`config.mk`:
```
export PLATFORM = sky130hd
export DESIGN_NAME = cfg_stream_loader
export DESIGN_NICKNAME = d
export VERILOG_FILES = /design/src/rtl/cfgld_pkg.sv /design/src/rtl/cfgld_sync.sv /design/src/rtl/cfgld_bitrev.sv /design/src/rtl/cfgld_timer.sv /design/src/rtl/cfgld_hunt.sv /design/src/rtl/cfg_stream_loader.sv
export SDC_FILE = /design/constraint.sdc
export NUM_CORES = 1
export LEC_CHECK = 0
export BUFFER_PORTS_ARGS = -buffer_cell sky130_fd_sc_hd__buf_2
export CORE_ASPECT_RATIO = 0.5
export CORE_UTILIZATION = 52
export CTS_CLUSTER_SIZE = 14
export DETAILED_ROUTE_END_ITERATION = 8
export HOLD_SLACK_MARGIN = 0.02
export PLACE_DENSITY = 0.77
export SLEW_MARGIN = 20
export SYNTH_ARGS = -nofsm -noshare
export SYNTH_HDL_FRONTEND = slang
export SYNTH_SLANG_ARGS = --single-unit
```
`constraint.sdc`:
```
create_clock -name clk -period 2.85 [get_ports clk]
set_input_delay 0 -clock clk [delete_from_list [all_inputs] [get_ports clk]]
set_output_delay 0 -clock clk [all_outputs]
set_load 0.02 [all_outputs]
```
`src/rtl/cfgld_pkg.sv`:
```
package cfgld_pkg;

   localparam int          BYTE_W    = 8;
   localparam int          HDR_LEN   = 4;
   localparam logic [7:0]  SYNC_BYTE = 8'hFF;

   typedef enum logic [3:0] {
      ST_IDLE,
      ST_HUNT,
      ST_RST_LO,
      ST_RST_HI,
      ST_WAIT_INIT,
      ST_ARM,
      ST_SELECT,
      ST_FETCH,
      ST_CLK_LO1,
      ST_CLK_HI,
      ST_CLK_LO2,
      ST_REL_CS,
      ST_REL_WR
   } ld_state_e;

   typedef struct packed {
      logic prog;
      logic cs_n;
      logic wr;
      logic cclk;
   } port_pins_t;

endpackage

```
`src/rtl/cfgld_sync.sv`:
```
module cfgld_sync #(
   parameter int STAGES = 2
) (
   input  logic clk,
   input  logic rst_n,
   input  logic d,
   output logic q
);

   if (STAGES < 0) begin : g_bad_stages
      $error("cfgld_sync: STAGES must not be negative");
   end

   if (STAGES == 0) begin : g_bypass
      assign q = d;
   end else begin : g_chain
      logic sh [STAGES];
      for (genvar i = 0; i < STAGES; i++) begin : g_stage
         if (i == 0) begin : g_first
            always_ff @(posedge clk or negedge rst_n) begin
               if (!rst_n) sh[0] <= 1'b0;
               else        sh[0] <= d;
            end
         end else begin : g_next
            always_ff @(posedge clk or negedge rst_n) begin
               if (!rst_n) sh[i] <= 1'b0;
               else        sh[i] <= sh[i-1];
            end
         end
      end
      assign q = sh[STAGES-1];
   end

endmodule

```
`src/rtl/cfgld_bitrev.sv`:
```
module cfgld_bitrev #(
   parameter int W = 8
) (
   input  logic [W-1:0] din,
   output logic [W-1:0] dout
);

   if (W < 1) begin : g_bad_w
      $error("cfgld_bitrev: W must be at least 1");
   end

   for (genvar i = 0; i < W; i++) begin : g_swap
      assign dout[i] = din[W-1-i];
   end

endmodule

```
`src/rtl/cfgld_timer.sv`:
```
module cfgld_timer #(
   parameter int W = 16
) (
   input  logic         clk,
   input  logic         rst_n,
   input  logic         load,
   input  logic [W-1:0] load_val,
   output logic         expired
);

   logic [W-1:0] cnt_q;

   always_ff @(posedge clk or negedge rst_n) begin
      if (!rst_n)              cnt_q <= '0;
      else if (load)           cnt_q <= load_val;
      else if (cnt_q != '0)    cnt_q <= cnt_q - W'(1);
   end

   assign expired = (cnt_q == '0);

   AST_TMR_PARKS_AT_ZERO: assert property (@(posedge clk) disable iff (!rst_n)
      (!load && expired) |=> expired);

endmodule

```
`src/rtl/cfgld_hunt.sv`:
```
module cfgld_hunt
   import cfgld_pkg::*;
#(
   parameter int SEARCH_MAX = 256,
   parameter int RUN_LEN    = 4
) (
   input  logic              clk,
   input  logic              rst_n,
   input  logic              clear,
   input  logic              take,
   input  logic [BYTE_W-1:0] byte_i,
   output logic              found,
   output logic              exhausted
);

   localparam int SW = $clog2(SEARCH_MAX + 1);
   localparam int RW = $clog2(RUN_LEN + 1);

   if (RUN_LEN < 1 || SEARCH_MAX < RUN_LEN) begin : g_bad_cfg
      $error("cfgld_hunt: need 1 <= RUN_LEN <= SEARCH_MAX");
   end

   logic [RW-1:0] run_q;
   logic [SW-1:0] seen_q;
   logic          is_sync;

   assign is_sync   = (byte_i == SYNC_BYTE);
   assign found     = take && is_sync && (run_q == RW'(RUN_LEN - 1));
   assign exhausted = take && !found && (seen_q == SW'(SEARCH_MAX - 1));

   always_ff @(posedge clk or negedge rst_n) begin
      if (!rst_n) begin
         run_q  <= '0;
         seen_q <= '0;
      end else if (clear) begin
         run_q  <= '0;
         seen_q <= '0;
      end else if (take) begin
         run_q  <= is_sync ? run_q + RW'(1) : '0;
         seen_q <= seen_q + SW'(1);
      end
   end

   AST_HUNT_EXCLUSIVE: assert property (@(posedge clk) disable iff (!rst_n)
      $onehot0({found, exhausted}));

   AST_HUNT_WINDOW: assert property (@(posedge clk) disable iff (!rst_n)
      seen_q <= SW'(SEARCH_MAX));

endmodule

```
`src/rtl/cfg_stream_loader.sv`:
```
module cfg_stream_loader
   import cfgld_pkg::*;
#(
   parameter int PHASE_CYC    = 15,
   parameter int INIT_TIMEOUT = 50000,
   parameter int SEARCH_MAX   = 256,
   parameter int SYNC_STAGES  = 2,
   parameter int CNT_W        = 32
) (
   input  logic              clk,
   input  logic              rst_n,
   input  logic              start_i,
   input  logic              end_i,
   input  logic              in_valid,
   input  logic [BYTE_W-1:0] in_data,
   output logic              in_ready,
   output logic              cfg_prog_o,
   output logic              cfg_cs_n_o,
   output logic              cfg_write_o,
   output logic              cfg_cclk_o,
   output logic [BYTE_W-1:0] cfg_data_o,
   input  logic              cfg_init_i,
   input  logic              cfg_done_i,
   output logic              busy_o,
   output logic              sync_error_o,
   output logic              init_timeout_o,
   output logic              done_ok_o,
   output logic              done_fail_o,
   output logic [CNT_W-1:0]  byte_count_o
);

   localparam int TMAX = (PHASE_CYC > INIT_TIMEOUT) ? PHASE_CYC : INIT_TIMEOUT;
   localparam int TW   = $clog2(TMAX + 1);
   localparam int HW   = $clog2(HDR_LEN + 1);

   if (PHASE_CYC < 1) begin : g_bad_phase
      $error("cfg_stream_loader: PHASE_CYC must be at least 1");
   end
   if (INIT_TIMEOUT < 1) begin : g_bad_tout
      $error("cfg_stream_loader: INIT_TIMEOUT must be at least 1");
   end
   if (CNT_W < 1) begin : g_bad_cnt
      $error("cfg_stream_loader: CNT_W must be at least 1");
   end

   // ---------------------------------------------------------------
   // Status pin synchronisers
   // ---------------------------------------------------------------
   logic init_s, done_s;

   cfgld_sync #(.STAGES(SYNC_STAGES)) i_sync_init (
      .clk(clk), .rst_n(rst_n), .d(cfg_init_i), .q(init_s));
   cfgld_sync #(.STAGES(SYNC_STAGES)) i_sync_done (
      .clk(clk), .rst_n(rst_n), .d(cfg_done_i), .q(done_s));

   // ---------------------------------------------------------------
   // State
   // ---------------------------------------------------------------
   ld_state_e        st_q, st_d;
   logic [HW-1:0]    hdr_left_q;
   logic             end_q;
   logic [BYTE_W-1:0] data_q;
   logic [CNT_W-1:0] count_q;
   logic             serr_q, tout_q, ok_q, fail_q;
   port_pins_t       pins_q;

   logic take, found, exhausted;
   logic fetch_hdr, fetch_in, set_serr, set_tout, finish, start_ok;
   logic tmr_load, tmr_exp;
   logic [TW-1:0] tmr_val;
   logic [BYTE_W-1:0] byte_sel, byte_rev;

   assign start_ok = (st_q == ST_IDLE) && start_i;

   cfgld_hunt #(.SEARCH_MAX(SEARCH_MAX), .RUN_LEN(HDR_LEN)) i_hunt (
      .clk(clk), .rst_n(rst_n), .clear(start_ok), .take(take),
      .byte_i(in_data), .found(found), .exhausted(exhausted));

   cfgld_timer #(.W(TW)) i_timer (
      .clk(clk), .rst_n(rst_n), .load(tmr_load), .load_val(tmr_val),
      .expired(tmr_exp));

   assign byte_sel = fetch_hdr ? SYNC_BYTE : in_data;

   cfgld_bitrev #(.W(BYTE_W)) i_rev (.din(byte_sel), .dout(byte_rev));

   // ---------------------------------------------------------------
   // Next-state logic
   // ---------------------------------------------------------------
   always_comb begin
      st_d      = st_q;
      take      = 1'b0;
      fetch_hdr = 1'b0;
      fetch_in  = 1'b0;
      set_serr  = 1'b0;
      set_tout  = 1'b0;
      finish    = 1'b0;
      case (st_q)
         ST_IDLE:      if (start_i) st_d = ST_HUNT;
         ST_HUNT: begin
            if (end_i) begin
               st_d     = ST_IDLE;
               set_serr = 1'b1;
            end else if (in_valid) begin
               take = 1'b1;
               if (found) begin
                  st_d = ST_RST_LO;
               end else if (exhausted) begin
                  st_d     = ST_IDLE;
                  set_serr = 1'b1;
               end
            end
         end
         ST_RST_LO:    if (tmr_exp) st_d = ST_RST_HI;
         ST_RST_HI:    if (tmr_exp) st_d = ST_WAIT_INIT;
         ST_WAIT_INIT: begin
            if (init_s) begin
               st_d = ST_ARM;
            end else if (tmr_exp) begin
               st_d     = ST_IDLE;
               set_tout = 1'b1;
            end
         end
         ST_ARM:       st_d = ST_SELECT;
         ST_SELECT:    st_d = ST_FETCH;
         ST_FETCH: begin
            if (hdr_left_q != '0) begin
               fetch_hdr = 1'b1;
               st_d      = ST_CLK_LO1;
            end else if (end_q) begin
               st_d = ST_REL_CS;
            end else if (in_valid) begin
               fetch_in = 1'b1;
               st_d     = ST_CLK_LO1;
            end
         end
         ST_CLK_LO1:   if (tmr_exp) st_d = ST_CLK_HI;
         ST_CLK_HI:    if (tmr_exp) st_d = ST_CLK_LO2;
         ST_CLK_LO2:   if (tmr_exp) st_d = ST_FETCH;
         ST_REL_CS:    if (tmr_exp) st_d = ST_REL_WR;
         ST_REL_WR: begin
            if (tmr_exp) begin
               st_d   = ST_IDLE;
               finish = 1'b1;
            end
         end
         default:      st_d = ST_IDLE;
      endcase
   end

   always_comb begin
      tmr_val  = TW'(PHASE_CYC - 1);
      tmr_load = 1'b0;
      if (st_d != st_q) begin
         case (st_d)
            ST_RST_LO, ST_RST_HI, ST_CLK_LO1, ST_CLK_HI, ST_CLK_LO2,
            ST_REL_CS, ST_REL_WR: tmr_load = 1'b1;
            ST_WAIT_INIT: begin
               tmr_load = 1'b1;
               tmr_val  = TW'(INIT_TIMEOUT - 1);
            end
            default: tmr_load = 1'b0;
         endcase
      end
   end

   function automatic port_pins_t pins_for(ld_state_e s);
      port_pins_t p;
      p = '{prog: 1'b1, cs_n: 1'b1, wr: 1'b0, cclk: 1'b0};
      case (s)
         ST_RST_LO:  p.prog = 1'b0;
         ST_ARM:     p.wr   = 1'b1;
         ST_SELECT, ST_FETCH, ST_CLK_LO1, ST_CLK_LO2: begin
            p.wr   = 1'b1;
            p.cs_n = 1'b0;
         end
         ST_CLK_HI: begin
            p.wr   = 1'b1;
            p.cs_n = 1'b0;
            p.cclk = 1'b1;
         end
         ST_REL_CS:  p.wr = 1'b1;
         default:    p.wr = 1'b0;
      endcase
      return p;
   endfunction

   // ---------------------------------------------------------------
   // Registers
   // ---------------------------------------------------------------
   always_ff @(posedge clk or negedge rst_n) begin
      if (!rst_n) begin
         st_q       <= ST_IDLE;
         hdr_left_q <= '0;
         end_q      <= 1'b0;
         data_q     <= '0;
         count_q    <= '0;
         serr_q     <= 1'b0;
         tout_q     <= 1'b0;
         ok_q       <= 1'b0;
         fail_q     <= 1'b0;
         pins_q     <= pins_for(ST_IDLE);
      end else begin
         st_q   <= st_d;
         pins_q <= pins_for(st_d);
         if (start_ok) begin
            hdr_left_q <= '0;
            end_q      <= 1'b0;
            count_q    <= '0;
            serr_q     <= 1'b0;
            tout_q     <= 1'b0;
            ok_q       <= 1'b0;
            fail_q     <= 1'b0;
         end
         if (st_q != ST_IDLE && st_q != ST_HUNT && end_i) end_q <= 1'b1;
         if (st_q == ST_HUNT && st_d == ST_RST_LO) hdr_left_q <= HW'(HDR_LEN);
         if (fetch_hdr) hdr_left_q <= hdr_left_q - HW'(1);
         if (fetch_hdr || fetch_in) begin
            data_q  <= byte_rev;
            count_q <= count_q + CNT_W'(1);
         end
         if (set_serr) serr_q <= 1'b1;
         if (set_tout) tout_q <= 1'b1;
         if (finish) begin
            ok_q   <= done_s;
            fail_q <= !done_s;
         end
      end
   end

   assign in_ready       = (st_q == ST_HUNT) ||
                           (st_q == ST_FETCH && hdr_left_q == '0 && !end_q);
   assign busy_o         = (st_q != ST_IDLE);
   assign cfg_prog_o     = pins_q.prog;
   assign cfg_cs_n_o     = pins_q.cs_n;
   assign cfg_write_o    = pins_q.wr;
   assign cfg_cclk_o     = pins_q.cclk;
   assign cfg_data_o     = data_q;
   assign sync_error_o   = serr_q;
   assign init_timeout_o = tout_q;
   assign done_ok_o      = ok_q;
   assign done_fail_o    = fail_q;
   assign byte_count_o   = count_q;

   // ---------------------------------------------------------------
   // Assertions
   // ---------------------------------------------------------------
   AST_PROG_LOW_QUIET: assert property (@(posedge clk) disable iff (!rst_n)
      !cfg_prog_o |-> (cfg_cs_n_o && !cfg_write_o));

   AST_SELECT_NEEDS_WRITE: assert property (@(posedge clk) disable iff (!rst_n)
      !cfg_cs_n_o |-> (cfg_write_o && cfg_prog_o));

   AST_CCLK_SELECTED: assert property (@(posedge clk) disable iff (!rst_n)
      cfg_cclk_o |-> !cfg_cs_n_o);

   AST_DATA_STABLE_RISE: assert property (@(posedge clk) disable iff (!rst_n)
      $rose(cfg_cclk_o) |-> $stable(cfg_data_o));

   AST_DATA_STABLE_FALL: assert property (@(posedge clk) disable iff (!rst_n)
      $fell(cfg_cclk_o) |-> $stable(cfg_data_o));

   AST_CS_RELEASE_FIRST: assert property (@(posedge clk) disable iff (!rst_n)
      $rose(cfg_cs_n_o) |-> (!cfg_cclk_o && cfg_write_o && cfg_prog_o));

   AST_WRITE_AFTER_CS: assert property (@(posedge clk) disable iff (!rst_n)
      $fell(cfg_write_o) |-> (cfg_cs_n_o && $past(cfg_cs_n_o)));

   AST_STATUS_EXCLUSIVE: assert property (@(posedge clk) disable iff (!rst_n)
      $onehot0({sync_error_o, init_timeout_o, done_ok_o, done_fail_o}));

   AST_READY_ONLY_BUSY: assert property (@(posedge clk) disable iff (!rst_n)
      in_ready |-> busy_o);

endmodule

```
==> flow_summary.toml <==
[critical_path]
end_kind = "flip-flop"
crit_chain = "or4b_4 > or4_4 > o21a_4 > o221ai_2 > o22ai_1 > a221oi_2 > buf_6 > o21ai_1"
crit_type = "flip-flop to flip-flop"
crit_path_max_incr_delay_ns = 0.58
critical_path.slowest_cell = "or4_4"
critical_path_peak_fanout = 16
required_ns = 3.06
timing.critical_path.arrival_ns = 2.96
r2r_setup_slack_ns = 0.10
startpoint_type = "flip-flop"

[grt]
combined_global_route_utilization_of_all_metal_layers_pct = 24.7
grt_pass1_vias = 3589
grt_first_pass_wirelength_um = 17000
grt.overflow.total = 0
antenna_violations_before_repair = 0
maximum_number_of_pins_on_one_net_before_global_route_repair = 59

[die]
die_width_um = 133
die-height_um = 67.5
effective_utilization_at_floorplan_pct = 54.7
num_rows = 23
design.portCount = 65
die_area_um2 = 8970
core_area_um2 = 8140

[clock_network]
clock_latency_ns = 0.34
cts-root-buf = "clkbuf_16"
cts_max_level = 3
clock_path_buffers = 2
clk_pin_slew_ns = 0.06
tritoncts = "done"
cts_inserted_buffers = 9
clkSinkCount = 88

[placement]
place.port_buffers = 64
gp_congestion = 0.887
dp.cells = 652
hpwl_um = 6990

[layout]
multiInputGateArea_um2 = 2170
fillerInstances = 664
ratio_of_cells_with_drive_above_1_in_the_final_layout_pct = 20.2
number_of_diodes_added_for_antenna_fixing = 0
layout-area-overhead-vs-synth_pct = 22.1
fin_cells = 680
sequential_cell_area_um2 = 2200
design.final.nets = 586

[pwr]
cellInternalPower_w = 0.00189
power.leakage_nw = 2.51
power_frac_comb_pct = 2.6
switching_share_pct = 21.0
total_switching_power_w = 0.000504
pwr-share-clk_pct = 44.9
vdd_ir_drop_max_uv = 277
power.density_cell_area_nw_per_um2 = 440
power.share.sequential_pct = 52.5

[detailed_routing]
drt_wl_total_um = 10200
drc_errors = 0
drtAntennaViolNets = 0
dr.first_iter.drc_count = 336
route.detailed.vias_per_inst = 5.68
detailedRoute.firstPassIterationCount = 4
routed_wire_length_per_instance_um = 15.0
via_count = 3864

[sta]
relative_slew_margins_pct = 50.1
final.setup_skew_ns = 0.00780
maxClockFrequency_ghz = 0.364
timing_worst_slew_pin_value_ns = 0.748
timing.final.setup_violations = 0
grt_setup_unrepaired = "no"
finalSetupTns_ns = 0
final_max_slew_viol_count = 0
hold_violations = 0
final.min_clock_period_ns = 2.75
layout_worst_path_cycle_share_pct = 96.3

[yosys]
synth-seq-area-share_pct = 49.5
synth_nets = 495
post_synth_inst_count = 472
synthAdderAreaFrac_pct = 2.25
synth_xor_area_share_pct = 3.93
post_synth_cell_types = 48
post_synth_top_flop = "dfrtp_1"
synth_mux_area_share_pct = 4.49
netlist_area_um2 = 4460
largest_family_of_logic_cells_by_synthesized_area = "simple AND/OR/NAND/NOR gates"
synth_compound_gate_area_share_pct = 13.8
synth_warnings = 0
synth_simple_gate_area_share_pct = 23.2
ys_seq_elements = 88
post_synth_edffs = 0
postSynthAreaPerCell_um2 = 9.44
async_flop_share_pct = 100

[run]
maxCapViolations = 0

[status]
run_status = "complete, no violations"

[min_path]
min-delay-path-class = "input pin to flip-flop"
## cells in the final DEF (no fill, tap or decap), types with 3 or more instances in the layout
master,synthesis,final
o21ai_1,3,3
a21oi_1,24,23
nor3_1,10,9
dlygate4sd3_1,0,12
buf_4,0,21
o21ai_0,30,30
and3_1,8,8
nand4_1,14,14
nor2_1,44,44
nor4_1,9,7
nor2b_1,4,4
buf_2,2,63
o31ai_1,13,13
or2_2,3,3
and2_1,4,4
clkbuf_1,14,3
xor2_1,8,8
nand2b_1,9,9
o211ai_1,9,9
nand3_1,28,28
nand2_1,59,59
dfrtp_1,86,86
ha_1,8,8
or3_1,5,5
mux2i_1,20,20
inv_1,14,14
clkbuf_16,0,9
xnor2_1,12,12
## critical path: cells and delay by family, from the launching register on
| family | cells | cell delay (ns) |
|---|---|---|
| AND/OR/NAND/NOR | 2 | 1.14 |
| AO/OA/AOI/OAI | 5 | 0.87 |
| flip-flops | 1 | 0.38 |
| buffers and inverters | 1 | 0.21 |
## kinds of logic (layout without fill, tap and decap cells)
group,after synthesis,count (layout)
and+or+nand+nor,210,210
AOI/OAI and AO/OA,95,95
DFF,88,88
buffers and inverters,31,127
xor gates and xnor gates,20,20
muxes,20,20
adders and majority gates,8,8
## final cells by class
| type | count | share of cell area (%) |
|---|---|---|
| Inverter | 14 | 0.966 |
| Clock buffer | 13 | 4.60 |
| Multi-Input combinational cell | 353 | 39.9 |
| Timing Repair Buffer | 97 | 11.1 |
| Sequential cell | 88 | 40.5 |
| Tap cell | 112 | 2.58 |
| Clock inverter | 3 | 0.322 |
## synthesized netlist by cell type, drive strengths merged (3+ instances only)
library cell  count  share of area [%]
a21oi            24                2.7
and2              4               0.56
and3              8                1.1
buf               3               0.48
clkbuf           14                1.2
dfrtp            86                 48
ha                8                2.2
inv              14                1.2
mux2i            20                4.5
nand2            59                5.0
nand2b            9                1.3
nand3            28                3.1
nand4            14                2.0
nor2             44                3.7
nor2b             4               0.56
nor3             10                1.1
nor4              9                1.3
nor4b             3               0.59
o211ai            9                1.5
o21ai            33                3.7
o31ai            13                2.2
or2               3               0.42
or3               5               0.70
or4               4               0.67
xnor2            12                2.4
xor2              8                1.6
## power by group through the flow
stage	combinational, W	clock (W)	sequential (W)
2_1_floorplan	0.00000702	0	0.00128
3_3_place_gp	0.0000488	0	0.00128
3_5_place_dp	0.0000495	0	0.00128
4_1_cts	0.0000625	0.00109	0.00126
5_1_grt	0.0000708	0.00115	0.00126
6_report	0.0000611	0.00108	0.00126
## what timing repair did
action | CTS | global route
pin swaps | 1 | 1
hold buffers | 12 | 0
endpoints found under the hold margin | 68 | 0
setup buffers | 0 | 0
cloned | 0 | 0
resized for setup | 1 | 8
setup endpoints to repair | 2 | 23
## registers in the layout, summed over array words and instances (netlist names), 3 cells and up
register / count
byte_count_o: 32
cfg_data_o: 8
hdr_left_q: 3
i_hunt.run_q: 3
i_hunt.seen_q: 9
i_timer.cnt_q: 16
st_q: 4
## per-layer routing
metal  vias to the layer above  share of wire, %  track usage (%)
li1                       1880                 -                -
met1                      1883                47             32.2
met2                        83                47             40.2
met3                        18               3.9             6.08
met4                         0               1.6             10.2
met5                         -                 0                0
## final timing paths
path	startpoint	to	cells past startpoint
worst max-delay path	st_q[1]$_DFF_PN0_	i_timer.cnt_q[0]$_DFFE_PN0P_	8
min in group asynchronous	rst_n	i_timer.cnt_q[8]$_DFFE_PN0P_	2
worst min-delay path	in_valid	sync_error_o$_DFFE_PN0P_	3
worst max register to register	st_q[1]$_DFF_PN0_	i_timer.cnt_q[0]$_DFFE_PN0P_	8
worst min register to register	i_sync_done.g_chain.sh[1]$_DFF_PN0_	i_sync_done.q$_DFF_PN0_	0
max in group asynchronous	rst_n	cfg_cs_n_o$_DFF_PN1_	3
## through the flow
stage	instance area (um2)	util [%]	worst slack (ns)	hold WS (ns)	power, W
2_1_floorplan	4460	-	0.00438	-0.296	0.00129
3_3_place_gp	5010	61.5	0.0742	0.106	0.00133
3_5_place_dp	5010	61.5	-0.0119	0.110	0.00133
4_1_cts	5400	66.3	0.0201	0.0802	0.00241
5_1_grt	5440	66.8	0.0156	0.142	0.00247
6_report	5440	66.8	0.105	0.0940	0.00239
Power figures use the tool's default switching activity.
